==> src/rtl/pwmSteerPkg.sv <==
package pwmSteerPkg;

  localparam int SYM_W = 2;

  typedef enum logic [SYM_W-1:0] {
    SYM_LOW  = 2'b00,
    SYM_MID  = 2'b01,
    SYM_HIGH = 2'b10,
    SYM_ALT  = 2'b11
  } sym_e;

  // Strobes from control to datapath; at most one action bit is set.
  typedef struct packed {
    logic forceOpen;
    logic forceMid;
    logic follow;
    logic single;
    logic allLow;
    logic riseHigh;
    logic selB;
    logic hiToMid;
    logic keepLow;
    logic loToMid;
  } strobe_t;

  function automatic sym_e normSym(input logic [SYM_W-1:0] raw);
    sym_e s;
    s = sym_e'(raw);
    if (s == SYM_ALT) s = SYM_MID;
    return s;
  endfunction

endpackage

==> src/rtl/pwmSteerCtrl.sv <==
module pwmSteerCtrl
  import pwmSteerPkg::*;
(
  input  logic             clk,
  input  logic             rstN,
  input  logic             seqActive,
  input  logic             driveOn,
  input  logic             dblEn,
  input  logic             bypass,
  input  logic             midHold,
  input  logic [SYM_W-1:0] pwmIn,
  input  logic             bLess,
  output strobe_t          strobe,
  output sym_e             curSym
);

  sym_e prevSym;
  logic doubling;

  assign curSym   = normSym(pwmIn);
  assign doubling = seqActive && driveOn && !bypass && dblEn;

  // Previous input symbol, used to classify transitions
  always_ff @(posedge clk or negedge rstN) begin
    if (!rstN)           prevSym <= SYM_MID;
    else if (!seqActive) prevSym <= SYM_MID;
    else                 prevSym <= curSym;
  end

  always_comb begin
    strobe           = '0;
    strobe.forceOpen = !seqActive;
    strobe.forceMid  = seqActive && !driveOn;
    strobe.follow    = seqActive && driveOn && bypass;
    strobe.single    = seqActive && driveOn && !bypass && !dblEn;
    if (doubling) begin
      strobe.allLow   = (curSym == SYM_LOW);
      strobe.riseHigh = (curSym == SYM_HIGH) && (prevSym != SYM_HIGH);
      strobe.selB     = (curSym == SYM_HIGH) && (prevSym != SYM_HIGH) && bLess;
      strobe.hiToMid  = (curSym == SYM_MID) && (prevSym == SYM_HIGH);
      strobe.keepLow  = midHold;
      strobe.loToMid  = (curSym == SYM_MID) && (prevSym == SYM_LOW);
    end
  end

endmodule

==> src/rtl/pwmSteerData.sv <==
module pwmSteerData
  import pwmSteerPkg::*;
(
  input  logic    clk,
  input  logic    rstN,
  input  strobe_t strobe,
  input  sym_e    curSym,
  output sym_e    outA,
  output sym_e    outB,
  output logic    hizA,
  output logic    hizB
);

  sym_e nextA, nextB;
  logic nextHz;

  always_comb begin
    nextA  = outA;
    nextB  = outB;
    nextHz = 1'b0;
    if (strobe.forceOpen) begin
      nextA  = SYM_MID;
      nextB  = SYM_MID;
      nextHz = 1'b1;
    end else if (strobe.forceMid) begin
      nextA = SYM_MID;
      nextB = SYM_MID;
    end else if (strobe.follow) begin
      nextA = curSym;
      nextB = curSym;
    end else if (strobe.single) begin
      nextA = curSym;
      nextB = SYM_MID;
    end else if (strobe.allLow) begin
      nextA = SYM_LOW;
      nextB = SYM_LOW;
    end else if (strobe.riseHigh) begin
      if (strobe.selB) nextB = SYM_HIGH;
      else             nextA = SYM_HIGH;
    end else if (strobe.hiToMid) begin
      if (strobe.keepLow) begin
        if (outA == SYM_HIGH) nextA = SYM_MID;
        if (outB == SYM_HIGH) nextB = SYM_MID;
      end else begin
        nextA = SYM_MID;
        nextB = SYM_MID;
      end
    end else if (strobe.loToMid) begin
      nextA = SYM_MID;
      nextB = SYM_MID;
    end
  end

  always_ff @(posedge clk or negedge rstN) begin
    if (!rstN) begin
      outA <= SYM_MID;
      outB <= SYM_MID;
      hizA <= 1'b1;
      hizB <= 1'b1;
    end else begin
      outA <= nextA;
      outB <= nextB;
      hizA <= nextHz;
      hizB <= nextHz;
    end
  end

endmodule

==> src/rtl/pwmSteerTop.sv <==
module pwmSteerTop
  import pwmSteerPkg::*;
(
  input  logic             clk,
  input  logic             rstN,
  input  logic             seqActive,
  input  logic             driveOn,
  input  logic             dblEn,
  input  logic             bypass,
  input  logic             midHold,
  input  logic [SYM_W-1:0] pwmIn,
  input  logic             bLess,
  output logic [SYM_W-1:0] pwmA,
  output logic [SYM_W-1:0] pwmB,
  output logic             hizA,
  output logic             hizB
);

  strobe_t strobe;
  sym_e    curSym;
  sym_e    outA, outB;

  pwmSteerCtrl uCtrl (
    .clk(clk), .rstN(rstN), .seqActive(seqActive), .driveOn(driveOn),
    .dblEn(dblEn), .bypass(bypass), .midHold(midHold), .pwmIn(pwmIn),
    .bLess(bLess), .strobe(strobe), .curSym(curSym)
  );

  pwmSteerData uData (
    .clk(clk), .rstN(rstN), .strobe(strobe), .curSym(curSym),
    .outA(outA), .outB(outB), .hizA(hizA), .hizB(hizB)
  );

  assign pwmA = outA;
  assign pwmB = outB;

endmodule

==> config.mk <==
export PLATFORM = sky130hd
export DESIGN_NAME = pwmSteerTop
export DESIGN_NICKNAME = d
export VERILOG_FILES = /design/src/rtl/pwmSteerPkg.sv /design/src/rtl/pwmSteerCtrl.sv /design/src/rtl/pwmSteerData.sv /design/src/rtl/pwmSteerTop.sv
export SDC_FILE = /design/constraint.sdc
export NUM_CORES = 1
export LEC_CHECK = 0
export ABC_AREA = 1
export BUFFER_PORTS_ARGS = -buffer_cell sky130_fd_sc_hd__buf_2
export CAP_MARGIN = 20
export CORE_AREA = 2 2 39 41
export CTS_CLUSTER_DIAMETER = 120
export DETAILED_ROUTE_END_ITERATION = 12
export DIE_AREA = 0 0 41 43
export HOLD_SLACK_MARGIN = 0.06
export PLACE_DENSITY = 0.63
export SLEW_MARGIN = 0
export SYNTH_ARGS = -nofsm -noshare
export SYNTH_HDL_FRONTEND = slang
export SYNTH_SLANG_ARGS = --single-unit
==> constraint.sdc <==
create_clock -name clk -period 1.4 [get_ports clk]
set_input_delay 0.07 -clock clk [delete_from_list [all_inputs] [get_ports clk]]
set_output_delay 0.07 -clock clk [all_outputs]
set_load 0.1 [all_outputs]
-- After elaboration in Yosys (flattened, before gate mapping)
Cells that the tools add are included.
- register bits after elaboration: 7
- latch bits: 0
- memory bits (writable): 0
- bits in read-only memories: 0
- word-level logic and storage cells: 58
- memories: 0
- $add $sub $neg: 0
- multiply operators: 0
- divide/modulo/power cells: 0
- $lt $le $gt $ge: 0
- eq/ne operators: 12
- shift-type cells: 0
- muxes and demuxes: 25
- bitwise gates (word level): 0
- reduce and logical (&&, ||, !) cells: 17
- operator list (operator ; number):
    2-bit two-way mux ; 23
    9-bit by 3-bit inequality test with 1-bit output, second input constant ; 2
    7-bit by 3-bit inequality test with 1-bit output, second input constant ; 2
    2-bit equality test, second input constant ; 5
    1-bit logical AND ; 10
    8-bit by 1-bit inequality test with 1-bit output, second input constant ; 1
    6-bit two-way mux ; 1
    3-bit AND reduction ; 2
    2-bit logical NOT ; 2
    1-bit logical NOT ; 3
    2-bit by 1-bit equality test with 1-bit output, second input constant ; 1
    2-bit inequality test, second input constant ; 1
    1-bit two-way mux ; 1

-- Depth between registers and ports, before layout
Gate-level depths: netlist of the first run.
- word-level depth: 14
- mapped depth: 9
- gate-level depth less buffers: 9

-- By module
From an unflattened synthesis of the first run, not the netlist that was laid out.
- cells, all modules: 91
- area total of the unflattened synthesis: 605.6 µm²
- modules (own cells, without submodules) (module ; times used ; cells each ; area each (µm²)):
    pwmSteerData ; 1 ; 61 ; 425.4
    pwmSteerCtrl ; 1 ; 30 ; 180.2

-- Least setup slack after synthesis of the first run
Ideal clock, no wire load.
- path type: reg-to-reg
- from: register uData.outA[1]
- to: register uData.outA[1]
- arrival time: 1.388 ns
- path slack: -0.110 ns
- cell stages (with the launch flop): 8
- cells stage by stage: dfrtp_1 nand2_1 nand3_1 nand2_1 inv_2 nand2_2 nand2_1 nand2_1
- cells in the longest elaborated chain, start to end: 3
- ends and longest elaborated chain (what ; line ; text):
    start, declared ; pwmSteerData.sv:8 ; output sym_e outA,
    start signal, assigned ; pwmSteerData.sv:61 ; outA <= nextA;
    2-bit equality test ; pwmSteerData.sv:42 ; if (outA == SYM_HIGH) nextA = SYM_MID;
    9-bit by 3-bit inequality test with 1-bit output (no line) ; -- ;
    3-bit AND reduction (no line) ; -- ;
No other way between the ends.
A chain may end at the register's enable or synchronous reset.

-- Worst setup path in the final report of the first run
- from: input seqActive
- to: register uData.outA[1]
- cells in the longest elaborated chain, start to end: 12
- elaborated cells on any way between the ends: 19
- classes of those cells: eq/ne (3); mux (9); reduce/logical (7)
- ends and longest elaborated chain (what ; line ; text):
    start, declared ; pwmSteerTop.sv:6 ; input logic seqActive,
    1-bit logical AND ; pwmSteerCtrl.sv:21, pwmSteerCtrl.sv:34, pwmSteerCtrl.sv:35 ;
    1-bit logical AND ; pwmSteerCtrl.sv:21, pwmSteerCtrl.sv:35 ;
    1-bit logical AND ; pwmSteerCtrl.sv:21 ; assign doubling = seqActive && driveOn && !bypass && dblEn;
    6-bit two-way mux ; pwmSteerCtrl.sv:36 ; if (doubling) begin
    2-bit two-way mux ; pwmSteerData.sv:41 ; if (strobe.keepLow) begin
    2-bit two-way mux ; pwmSteerData.sv:40 ; end else if (strobe.hiToMid) begin
    2-bit two-way mux ; pwmSteerData.sv:37 ; end else if (strobe.riseHigh) begin
    2-bit two-way mux ; pwmSteerData.sv:34 ; end else if (strobe.allLow) begin
    2-bit two-way mux ; pwmSteerData.sv:31 ; end else if (strobe.single) begin
    2-bit two-way mux ; pwmSteerData.sv:28 ; end else if (strobe.follow) begin
    2-bit two-way mux ; pwmSteerData.sv:25 ; end else if (strobe.forceMid) begin
    2-bit two-way mux ; pwmSteerData.sv:21 ; if (strobe.forceOpen) begin
Parallel ways exist; a longest one is shown, timed or not.

==> summary.md, run 1 <==
| Metric | Value |
|---|---|
| IO Count | 16 |
| First-pass GRT wire length | 1.88 mm |
| Final core utilization | 49.9% |
| Footprint of the multi-input gates | 314 um^2 |
| # rows | 14 |
| Synth cell types | 19 |
| Mapped Cells | 78 |
| Post-Syn Area per Cell | 6.87 um^2 |
| Drt first pass iters | 4 |
| Placed cell areas | 626 um^2 |
| Gate power share | 33.0% |
| Root Buffer | clkbuf_4 |
| Layout cells sized above 1 | 46.9% |
| Hold Crit Class | in2reg |
| WL per Instance | 9.72 um |
| Seq. cell area | 183 um^2 |
| Register share of total power | 36.7% |
| Total Power | 0.000634 W |
| Power Density | 918 nW/um^2 |
| FF+latch count, synth | 7 |
| Period utilisation layout | 93.4% |
| Max Freq | 764 MHz |
| I/O Buffers | 15 |
| Worst skew pair latency | 0.26 ns |
| Crit Path Class | in2reg |
| Final setup viols | 0 |
| Routed vias | 540 |
| M1 WL | 497 um |
| Worst Path Required | 1.55 ns |
| Most frequent cell after synthesis | nand2_1 |
| Switching Fraction | 40.1% |
| Setup crit end kind | register |
| Status | finished clean |
| Ant. Diodes | 0 |
| Placed cell count | 108 |
| Grt ovf | 0 |
| Asr flop ratio synth | 100% |
| Vias per std cell | 4.74 |
| Starting DRT DRC Count | 4 |
| Top cell type's share of synthesized area | 19.6% |
| CTS tree | done |
| Detailed Place HPWL | 871 um |
| Top cells by count, synth | 24 x nand2_1, 10 x nand3_1, 8 x inv_1 |
| Remaining DRCs | 0 |
| CTS Sinks | 7 |
| Initial antenna violation count | 0 |
| Leak pwr | 0.379 nW |
| Max FO, Critical Path | 6 |
| Largest cells by area after synthesis | dfstp_2 20%, nand2_1 17%, dfrtp_1 14%, nand3_1 9.3%, nand2_2 5.8% |
| Post-synthesis sequential area ratio | 33.6% |
| Syn nets | 88 |
| Die Y-Extent | 43 um |
| Startpoint class of the critical path | primary input |
| Core footprint | 1380 um^2 |
| Placer Congestion | 0.772 |
| Clk pin slew, worst setup/hold paths | 0.06 ns |
| Number of H-tree levels | 1 |
| Final non-filler cell total | 114 |
| NumNets Final | 109 |
| TritonCTS buffer count | 3 |
| Worst Skew | 0.00417 ns |
| Final instance area | 691 um^2 |
| Slew headroom | 68.0% |
| Sw Pwr | 0.000254 W |
| Filler cell count | 151 |
| Slew Limit Fails | 0 |
| Clock Tree Buf Depth | 2 |
| Setup repair bufs after CTS | 0 |
| Min Tclk post-route | 1.31 ns |
| Number of synthesized flops with an enable pin | 0 |
| Initial Utilization | 38.7% |
| GRT Total Usage | 16.0% |
| Clock Power Share | 30.3% |
| Area leader, netlist | dfstp_2 |
| Vias in the first global route | 485 |
| Max-Cap Viols | 0 |
| Total number of yosys warnings | 0 |
| Largest net degree at the start of global routing | 8 |
| Actual slew at the worst max-slew pin | 0.483 ns |
| Top FF cell, synth | dfstp_2 |
| Final WL | 1.11 mm |
| Arrival time worst endpoint | 1.46 ns |
| Die footprint | 1760 um^2 |
| Antenna Nets Post-Route | 0 |
| Metal3 WL | 56 um |
| Final hold violations | 0 |
| Die X | 41 um |
| Top sig layer | met4 |
| Area delta synth->final | 29.0% |
| Internal | 0.000380 W |
| Peak VDD IR | 0.374 mV |
| Synthesized area | 536 um^2 |
| Met2 routed WL | 528 um |
## power by group through the flow
stage	clock network, W	logic, W	registers (W)
5_1_grt	0.000211	0.000227	0.000235
2_1_floorplan	0	0.0000744	0.000320
6_report	0.000192	0.000209	0.000233
4_1_cts	0.000193	0.000205	0.000233
3_3_place_gp	0	0.000199	0.000235
3_5_place_dp	0	0.000200	0.000236
## cells in the final DEF, fill, tap and decap left out
cell type / n
inv_1: 8
nor3_2: 1
nor2_1: 4
dfrtp_1: 1
buf_2: 15
clkbuf_4: 3
nand2_1: 22
nor2_2: 2
nor2_4: 1
clkbuf_1: 1
nand3_1: 10
a21oi_1: 1
dfrtp_2: 2
or2_1: 1
nand4_1: 1
nor3_4: 1
dfstp_2: 4
a21oi_2: 1
nand3b_1: 1
dlygate4sd3_1: 2
nand3_4: 1
inv_2: 6
nand3_2: 1
nand2_2: 7
nand2_4: 1
## cell type report
class / instances / area share [%]
multi-input cells: 56 / 45.5
flip-flops and latches: 7 / 26.4
repair buffers: 17 / 13.8
inverters: 14 / 7.61
clock buffers: 4 / 3.80
well taps: 16 / 2.90
## path summary, 6_finish.rpt
path	startpoint	end	slack [ns]	cells past startpoint
setup reg to reg	uCtrl.prevSym[0]	uData.outB[1]	0.11	8
hold / removal	pwmIn[0]	uCtrl.prevSym[0]	0.08	3
setup / recovery	seqActive	uData.outA[1]	0.09	9
max in group asynchronous	rstN	uData.hizA	0.98	2
hold reg to reg	uData.outB[0]	uData.outB[0]	0.47	2
min in group asynchronous	rstN	uData.outB[1]	0.18	2
## logic make-up after synthesis
logic type | after synthesis | synth area share, %
and+or+nand+nor | 54 | 53.3
buffers and inverters | 15 | 11.2
DFF | 7 | 33.6
AOI/OAI and AO/OA | 2 | 1.87
## per-stage QoR
step	setup TNS (ns)	hold WS, ns	worst slack, ns
after CTS	0	0.0812	0.0921
after floorplan	0	-0.226	0.00378
final	0	0.0827	0.0917
after global placement	0	-0.0869	0.181
after global routing	-0.0219	0.0980	-0.0219
after detailed placement	0	-0.0845	0.161
## layer usage
layer	global-route usage, %	vias to the layer above
met5	0	-
met4	8.00	0
met3	4.71	3
met2	23.4	16
met1	20.5	243
li1	-	278
## what timing repair did
item	4_1_cts	5_1_grt
hold buffers	2	0
setup endpoints to repair	0	2
endpoints found under the hold margin	8	0
resized for setup	0	5
## worst max-delay path, stage by stage
cell and delay (ns):
dlygate4sd3_1 0.52, buf_2 0.17, nand2_4 0.10, nor3_4 0.22, nand2_2 0.09, nand3_4 0.12
nand2_2 0.07, nand2_1 0.05, nand2_1 0.05
## state kept, by name (all words and copies together), names as in the netlist
signal	cells
uData.outA	2
uCtrl.prevSym	2
uData.outB	2
uData.hizA	1
Power figures use the tool's default switching activity.
==> run 2: changes to the inputs <==
--- a/config.mk
+++ b/config.mk
@@ -5,7 +5,6 @@
 export SDC_FILE = /design/constraint.sdc
 export NUM_CORES = 1
 export LEC_CHECK = 0
-export ABC_AREA = 1
 export BUFFER_PORTS_ARGS = -buffer_cell sky130_fd_sc_hd__buf_2
 export CAP_MARGIN = 20
 export CORE_AREA = 2 2 39 41
@@ -13,7 +12,8 @@
 export DETAILED_ROUTE_END_ITERATION = 12
 export DIE_AREA = 0 0 41 43
 export HOLD_SLACK_MARGIN = 0.06
-export PLACE_DENSITY = 0.63
+export PLACE_DENSITY = 0.53
+export SKIP_LAST_GASP = 1
 export SLEW_MARGIN = 0
 export SYNTH_ARGS = -nofsm -noshare
 export SYNTH_HDL_FRONTEND = slang
==> run 2 against run 1 <==
The flow now finishes with violations (setup timing). Critical endpoint unchanged. Area after synthesis down 22%. Largest cell class unchanged. Worst hold slack gained 0.038 ns. Flip-flop and latch count stayed put. Clock-buffer cell count is the same.
==> summary.md, run 2 <==
| Metric | Value |
|---|---|
| Status | finished, violations left (was finished clean) |
| Failing checks | setup timing |
| Worst Path Required | 1.54 ns (was 1.55 ns) |
| Total Power | 0.000525 W (was 0.000634 W) |
| Top FF cell, synth | dfstp_2 (unchanged) |
| Grt ovf | 0 (unchanged) |
| Synth cell types | 26 (was 19) |
| Area leader, netlist | dfstp_2 (unchanged) |
| Post-Syn Area per Cell | 9.72 um^2 (was 6.87 um^2) |
| Core footprint | 1380 um^2 (unchanged) |
| IO Count | 16 (unchanged) |
| Detailed Place HPWL | 739 um (was 871 um) |
| Mapped Cells | 43 (was 78) |
| Initial antenna violation count | 0 (unchanged) |
| Top cells by count, synth | 5 x a21oi_1, 4 x dfstp_2, 4 x inv_1 (was 24 x nand2_1, 10 x nand3_1, 8 x inv_1) |
| Critical Path Sink | uData.outA[1] (unchanged) |
| Largest cells by area after synthesis | dfstp_2 25%, dfrtp_1 18%, a21oi_1 6.0%, a221o_1 4.8%, inv_1 3.6% (was dfstp_2 20%, nand2_1 17%, dfrtp_1 14%, nand3_1 9.3%, nand2_2 5.8%) |
| GRT Total Usage | 14.1% (was 16.0%) |
| NumNets Final | 75 (was 109) |
| Synthesized area | 418 um^2 (was 536 um^2) |
| Number of synthesized flops with an enable pin | 0 (unchanged) |
| Placed cell count | 73 (was 108) |
| Max FO, Critical Path | 5 (was 6) |
| CTS Sinks | 7 (unchanged) |
| Commonest non-fill, non-tap cell in the layout | buf_2 (was nand2_1) |
| Layout cells sized above 1 | 42.2% (was 46.9%) |
| Peak VDD IR | 0.476 mV (was 0.374 mV) |
| Syn nets | 53 (was 88) |
| I/O Buffers | 15 (unchanged) |
| Worst Skew | 0.00414 ns (was 0.00417 ns) |
| Actual slew at the worst max-slew pin | 0.483 ns (about the same) |
| CTS tree | done (unchanged) |
| Largest net degree at the start of global routing | 9 (was 8) |
| Most frequent cells in the layout | 15 x buf_2, 5 x a21oi_1, 4 x inv_1, 4 x dfstp_2, 3 x clkbuf_4 (was 22 x nand2_1, 15 x buf_2, 10 x nand3_1) |
| Vias per std cell | 5.13 (was 4.74) |
| Die footprint | 1760 um^2 (unchanged) |
| Slew headroom | 68.0% (about the same) |
| Arrival time worst endpoint | 1.56 ns (was 1.46 ns) |
| Final WL | 979 um (was 1.11 mm) |
| Crit. Startpoint | uCtrl.prevSym[0] (was seqActive) |
| Routed vias | 410 (was 540) |
| Starting DRT DRC Count | 12 (was 4) |
| Clk pin slew, worst setup/hold paths | 0.05 ns (was 0.06 ns) |
| First-pass GRT wire length | 1.63 mm (was 1.88 mm) |
| Asr flop ratio synth | 100% (unchanged) |
| WHS | 0.120 ns (was 0.0827 ns) |
| Reg2reg setup slack | -0.02 ns (was 0.11 ns) |
| Max-Cap Viols | 0 (unchanged) |
| Final hold violations | 0 (unchanged) |
| Final setup viols | 1 (was 0) |
| Power Density | 926 nW/um^2 (was 918 nW/um^2) |
| Placer Congestion | 0.755 (was 0.772) |
| Period utilisation layout | 102% (was 93.4%) |
| FF+latch count, synth | 7 (unchanged) |
| Top cell type's share of synthesized area | 25.1% (was 19.6%) |
| Die X | 41 um (unchanged) |
| Total number of yosys warnings | 0 (unchanged) |
| Most frequent cell after synthesis | a21oi_1 (was nand2_1) |
| Slew Limit Fails | 0 (unchanged) |
| Leak pwr | 0.287 nW (was 0.379 nW) |
| Worst R2R Start | uCtrl.prevSym[0] (unchanged) |
| TNS Setup | -0.0218 ns (was 0 ns) |
| Vias in the first global route | 389 (was 485) |
| Crit Path Class | reg2reg (was in2reg) |
| Worst R2R Path Depth | 4 (was 8) |
| Worst skew pair latency | 0.25 ns (was 0.26 ns) |
| Clock Tree Buf Depth | 2 (unchanged) |
| Hold Crit Class | in2reg (unchanged) |
| Min Tclk post-route | 1.42 ns (was 1.31 ns) |
| Root Buffer | clkbuf_4 (unchanged) |
| Worst slack at placement | -0.0416 ns (was 0.161 ns) |
| Antenna Nets Post-Route | 0 (unchanged) |
| Max Freq | 703 MHz (was 764 MHz) |
| Setup ws final | -0.0218 ns (was 0.0917 ns) |
| Startpoint class of the critical path | register (was primary input) |
| RSZ-0062 raised after global routing | true |
| Drt first pass iters | 4 (unchanged) |
| Initial Utilization | 30.2% (was 38.7%) |
| # rows | 14 (unchanged) |
| Reg2reg end | uData.outA[1] (was uData.outB[1]) |
| Post-synthesis sequential area ratio | 43.1% (was 33.6%) |
| TritonCTS buffer count | 3 (unchanged) |
| Remaining DRCs | 0 (unchanged) |
| Number of H-tree levels | 1 (unchanged) |
| Ant. Diodes | 0 (unchanged) |
| Die Y-Extent | 43 um (unchanged) |
| Area delta synth->final | 35.6% (was 29.0%) |
| WL per Instance | 12.2 um (was 9.72 um) |
| Final non-filler cell total | 80 (was 114) |
| Biggest regs | uCtrl.prevSym (2), uData.outA (2), uData.outB (2) (unchanged) |
| Setup crit end kind | register (unchanged) |
[run 2: how the worst min path moves through the flow]
stage	startpoint	to	slack [ns]	cells past startpoint
3_3_place_gp	rstN	uCtrl.prevSym[1]	-0.08	1
5_1_grt	pwmIn[0]	uCtrl.prevSym[0]	0.12	2
2_1_floorplan	rstN	uCtrl.prevSym[1]	-0.23	0
4_1_cts	pwmIn[1]	uCtrl.prevSym[1]	0.11	3
3_5_place_dp	rstN	uCtrl.prevSym[1]	-0.08	1
6_report	pwmIn[1]	uCtrl.prevSym[1]	0.12	3
[run 2: area by class of cell]
cell class,instances,area (um^2)
Timing Repair Buffer,18,103
Multi-Input combinational cell,31,221
Inverter,4,15.0
Sequential cell,7,181
Clock buffer,4,26.3
Fill cell,137,817
Tap cell,16,20.0
[run 2: power breakdown]
part	internal, W	leakage, nW	switching [W]
registers	0.000215	0.0815	0.00000608
logic	0.0000345	0.190	0.0000877
clock network	0.000109	0.0150	0.0000723
total	0.000359	0.287	0.000166
[run 2: critical path: stages, from the launching register on]
cell,delay [ns]
dfstp_2,0.56
mux2i_1,0.23
a221o_1,0.24
o21ai_1,0.08
a22o_1,0.20
[run 2: metal layers]
metal | global-route usage (%) | up-vias | wire, um
li1 | - | 201 | -
met1 | 17.3 | 192 | 461
met2 | 20.6 | 17 | 444
met3 | 7.85 | 0 | 73
met4 | 4.00 | 0 | 0
met5 | 0 | - | 0
[run 2: what timing repair did]
action	in CTS	in global routing
endpoints found under the hold margin	9	0
pin swaps	2	1
setup endpoints to repair	2	4
buffers inserted	1	0
hold buffers	2	0
resized for setup	1	1
[run 2: cell families after synthesis]
| group | count (synthesis) | synth area share [%] |
|---|---|---|
| compound gates | 14 | 22.2 |
| buf+inv | 5 | 5.39 |
| flops | 7 | 43.1 |
| mux | 1 | 2.40 |
| simple gates | 16 | 26.9 |
[run 2: through the flow]
| stage | instance area [um^2] | util, % |
|---|---|---|
| 6_report | 567 | 41.0 |
| 5_1_grt | 567 | 41.0 |
| 4_1_cts | 567 | 41.0 |
| 3_5_place_dp | 507 | 36.6 |
| 3_3_place_gp | 507 | 36.6 |
| 2_1_floorplan | 419 | - |
==> run 3: changes to the inputs <==
--- a/config.mk
+++ b/config.mk
@@ -11,6 +11,7 @@
 export CTS_CLUSTER_DIAMETER = 120
 export DETAILED_ROUTE_END_ITERATION = 12
 export DIE_AREA = 0 0 41 43
+export GPL_TIMING_DRIVEN = 0
 export HOLD_SLACK_MARGIN = 0.06
 export PLACE_DENSITY = 0.53
 export SKIP_LAST_GASP = 1
==> run 3 against run 2 <==
Maximum frequency down 1.6%. Power decreased by 0.57%. Critical path type unchanged. Worst hold slack lost 0.0032 ns. Clock skew decreased by 0.0022 ns. Wire length down 7.2%. Critical endpoint unchanged. The run still ends with setup timing left. Highest routed layer unchanged. Sequential power about the same. Non-clock buffer count unchanged. Cell count did not move. Largest cell class unchanged. Clock-buffer cell count unchanged. First-iteration DRC count down 83%. Global-route usage shrank 0.88 points.
==> summary.md, run 3 (same netlist as run 2, synthesis figures left out) <==
| Metric | Value |
|---|---|
| Placed cell count | 74 (was 73) |
| Routed vias | 391 (was 410) |
| Vias per std cell | 4.89 (was 5.13) |
| Number of H-tree levels | 1 (unchanged) |
| Startpoint class of the critical path | register (unchanged) |
| Crit Path Class | reg2reg (unchanged) |
| Layout cells sized above 1 | 43.8% (was 42.2%) |
| Final hold violations | 0 (unchanged) |
| Clock Tree Buf Depth | 2 (unchanged) |
| Initial Utilization | 30.2% (unchanged) |
| WL per Instance | 11.4 um (was 12.2 um) |
| Min Tclk post-route | 1.44 ns (was 1.42 ns) |
| Placed cell areas | 514 um^2 (was 507 um^2) |
| Worst Skew | 0.00191 ns (was 0.00414 ns) |
| Ant. Diodes | 0 (unchanged) |
| CTS tree | done (unchanged) |
| Actual slew at the worst max-slew pin | 0.486 ns (was 0.483 ns) |
| WHS | 0.117 ns (was 0.120 ns) |
| Initial antenna violation count | 0 (unchanged) |
| CTS Sinks | 7 (unchanged) |
| Starting DRT DRC Count | 2 (was 12) |
| Antenna Nets Post-Route | 0 (unchanged) |
| Status | finished, violations left (unchanged) |
| Final WL | 909 um (was 979 um) |
| Worst skew pair latency | 0.24 ns (was 0.25 ns) |
| TritonCTS buffer count | 3 (unchanged) |
| Final setup viols | 2 (was 1) |
| Final instance area | 579 um^2 (was 567 um^2) |
| GRT Total Usage | 13.2% (was 14.1%) |
| Commonest non-fill, non-tap cell in the layout | buf_2 (unchanged) |
| Core footprint | 1380 um^2 (unchanged) |
| Setup ws final | -0.0450 ns (was -0.0218 ns) |
| Detailed Place HPWL | 733 um (was 739 um) |
| CP Cell Sequence | mux2i_2 -> a221o_1 -> o21ai_1 -> a22o_1 (was mux2i_1 -> a221o_1 -> o21ai_1 -> a22o_1) |
| Worst Path Required | 1.53 ns (was 1.54 ns) |
| Setup crit end kind | register (unchanged) |
| Area delta synth->final | 38.6% (was 35.6%) |
| Placer Congestion | 0.722 (was 0.755) |
| Drt first pass iters | 4 (unchanged) |
| # rows | 14 (unchanged) |
| Vias in the first global route | 378 (was 389) |
| Most frequent cells in the layout | 15 x buf_2, 5 x a21oi_1, 4 x inv_1, 4 x dfstp_2, 3 x clkbuf_4 (unchanged) |
| Biggest regs | uCtrl.prevSym (2), uData.outA (2), uData.outB (2) (unchanged) |
| Arrival time worst endpoint | 1.57 ns (was 1.56 ns) |
| I/O Buffers | 15 (unchanged) |
| Die footprint | 1760 um^2 (unchanged) |
| Slew headroom | 67.8% (was 68.0%) |
| Peak VDD IR | 0.378 mV (was 0.476 mV) |
| Period utilisation layout | 103% (was 102%) |
| Die Y-Extent | 43 um (unchanged) |
| Max Freq | 692 MHz (was 703 MHz) |
| Final non-filler cell total | 80 (unchanged) |
| Failing checks | setup timing (unchanged) |
| Hold Crit Class | in2reg (unchanged) |
| Slew Limit Fails | 0 (unchanged) |
| Remaining DRCs | 0 (unchanged) |
| First-pass GRT wire length | 1.56 mm (was 1.63 mm) |
| Worst slack at placement | -0.0745 ns (was -0.0416 ns) |
| Power Density | 900 nW/um^2 (was 926 nW/um^2) |
| Setup repair bufs after CTS | 0 (was 1) |
| Root Buffer | clkbuf_4 (unchanged) |
| NumNets Final | 75 (unchanged) |
| Die X | 41 um (unchanged) |
| Max FO, Critical Path | 5 (unchanged) |
| Final core utilization | 41.9% (was 41.0%) |
| Max-Cap Viols | 0 (unchanged) |
| Largest net degree at the start of global routing | 9 (unchanged) |
| Critical path's slowest cell | dfstp_2 (unchanged) |
| Clk pin slew, worst setup/hold paths | 0.05 ns (about the same) |
| Grt ovf | 0 (unchanged) |
| IO Count | 16 (unchanged) |
| Leak pwr | 0.291 nW (was 0.287 nW) |
| Worst path max stage delay | 0.57 ns (was 0.56 ns) |
| RSZ-0062 raised after global routing | true (unchanged) |
## run 3: per-layer routing
| metal | part of all wire [%] | vias up | track usage, % | routed length (um) |
|---|---|---|---|---|
| li1 | - | 204 | - | - |
| met1 | 45 | 174 | 16.1 | 408 |
| met2 | 49 | 13 | 20.0 | 442 |
| met3 | 6.4 | 0 | 6.28 | 58 |
| met4 | 0 | 0 | 4.00 | 0 |
| met5 | 0 | - | 0 | 0 |
## run 3: critical path: cells and delay by family (launching register included)
| family | cells | cell delay (ns) |
|---|---|---|
| compound gates | 3 | 0.52 |
| flops | 1 | 0.57 |
| mux | 1 | 0.24 |
## run 3: final timing paths
kind | from | cells after the start | slack (ns) | endpoint
max | uCtrl.prevSym[0] | 4 | -0.04 | uData.outA[1]
min | pwmIn[1] | 3 | 0.12 | uCtrl.prevSym[1]
max reg2reg | uCtrl.prevSym[0] | 4 | -0.04 | uData.outA[1]
min reg2reg | uData.outB[0] | 2 | 0.49 | uData.outB[0]
max in group asynchronous | rstN | 2 | 0.99 | uData.outB[0]
min in group asynchronous | rstN | 2 | 0.18 | uData.outB[1]
## run 3: final cells by class
cell class	count	area [um^2]
fill	141	805
clock buffer	4	26.3
tap	16	20.0
multi-input combinational	31	234
timing repair buffer	17	95.1
inverter	4	15.0
sequential	7	181
buffer	1	7.51
## run 3: what timing repair did
action,in CTS,in global routing
resized for setup,1,3
hold buffers,2,0
endpoints found under the setup margin,2,4
hold endpoints to repair,9,0
pin swaps,2,3
## run 3: report_power, final
part / switching (W) / total, W / leakage (nW) / internal [W]
Clock: 0.0000648 / 0.000173 / 0.0150 / 0.000108
Sequential: 0.00000628 / 0.000222 / 0.0815 / 0.000216
Combinational: 0.0000890 / 0.000127 / 0.195 / 0.0000378
Total: 0.000160 / 0.000522 / 0.291 / 0.000362
## run 3: through the flow
stage / total power [W] / setup TNS [ns]
floorplan: 0.000306 / 0
global placement: 0.000342 / -0.0964
detailed placement: 0.000342 / -0.138
CTS: 0.000529 / -0.0495
global route: 0.000556 / -0.350
finish: 0.000522 / -0.0492
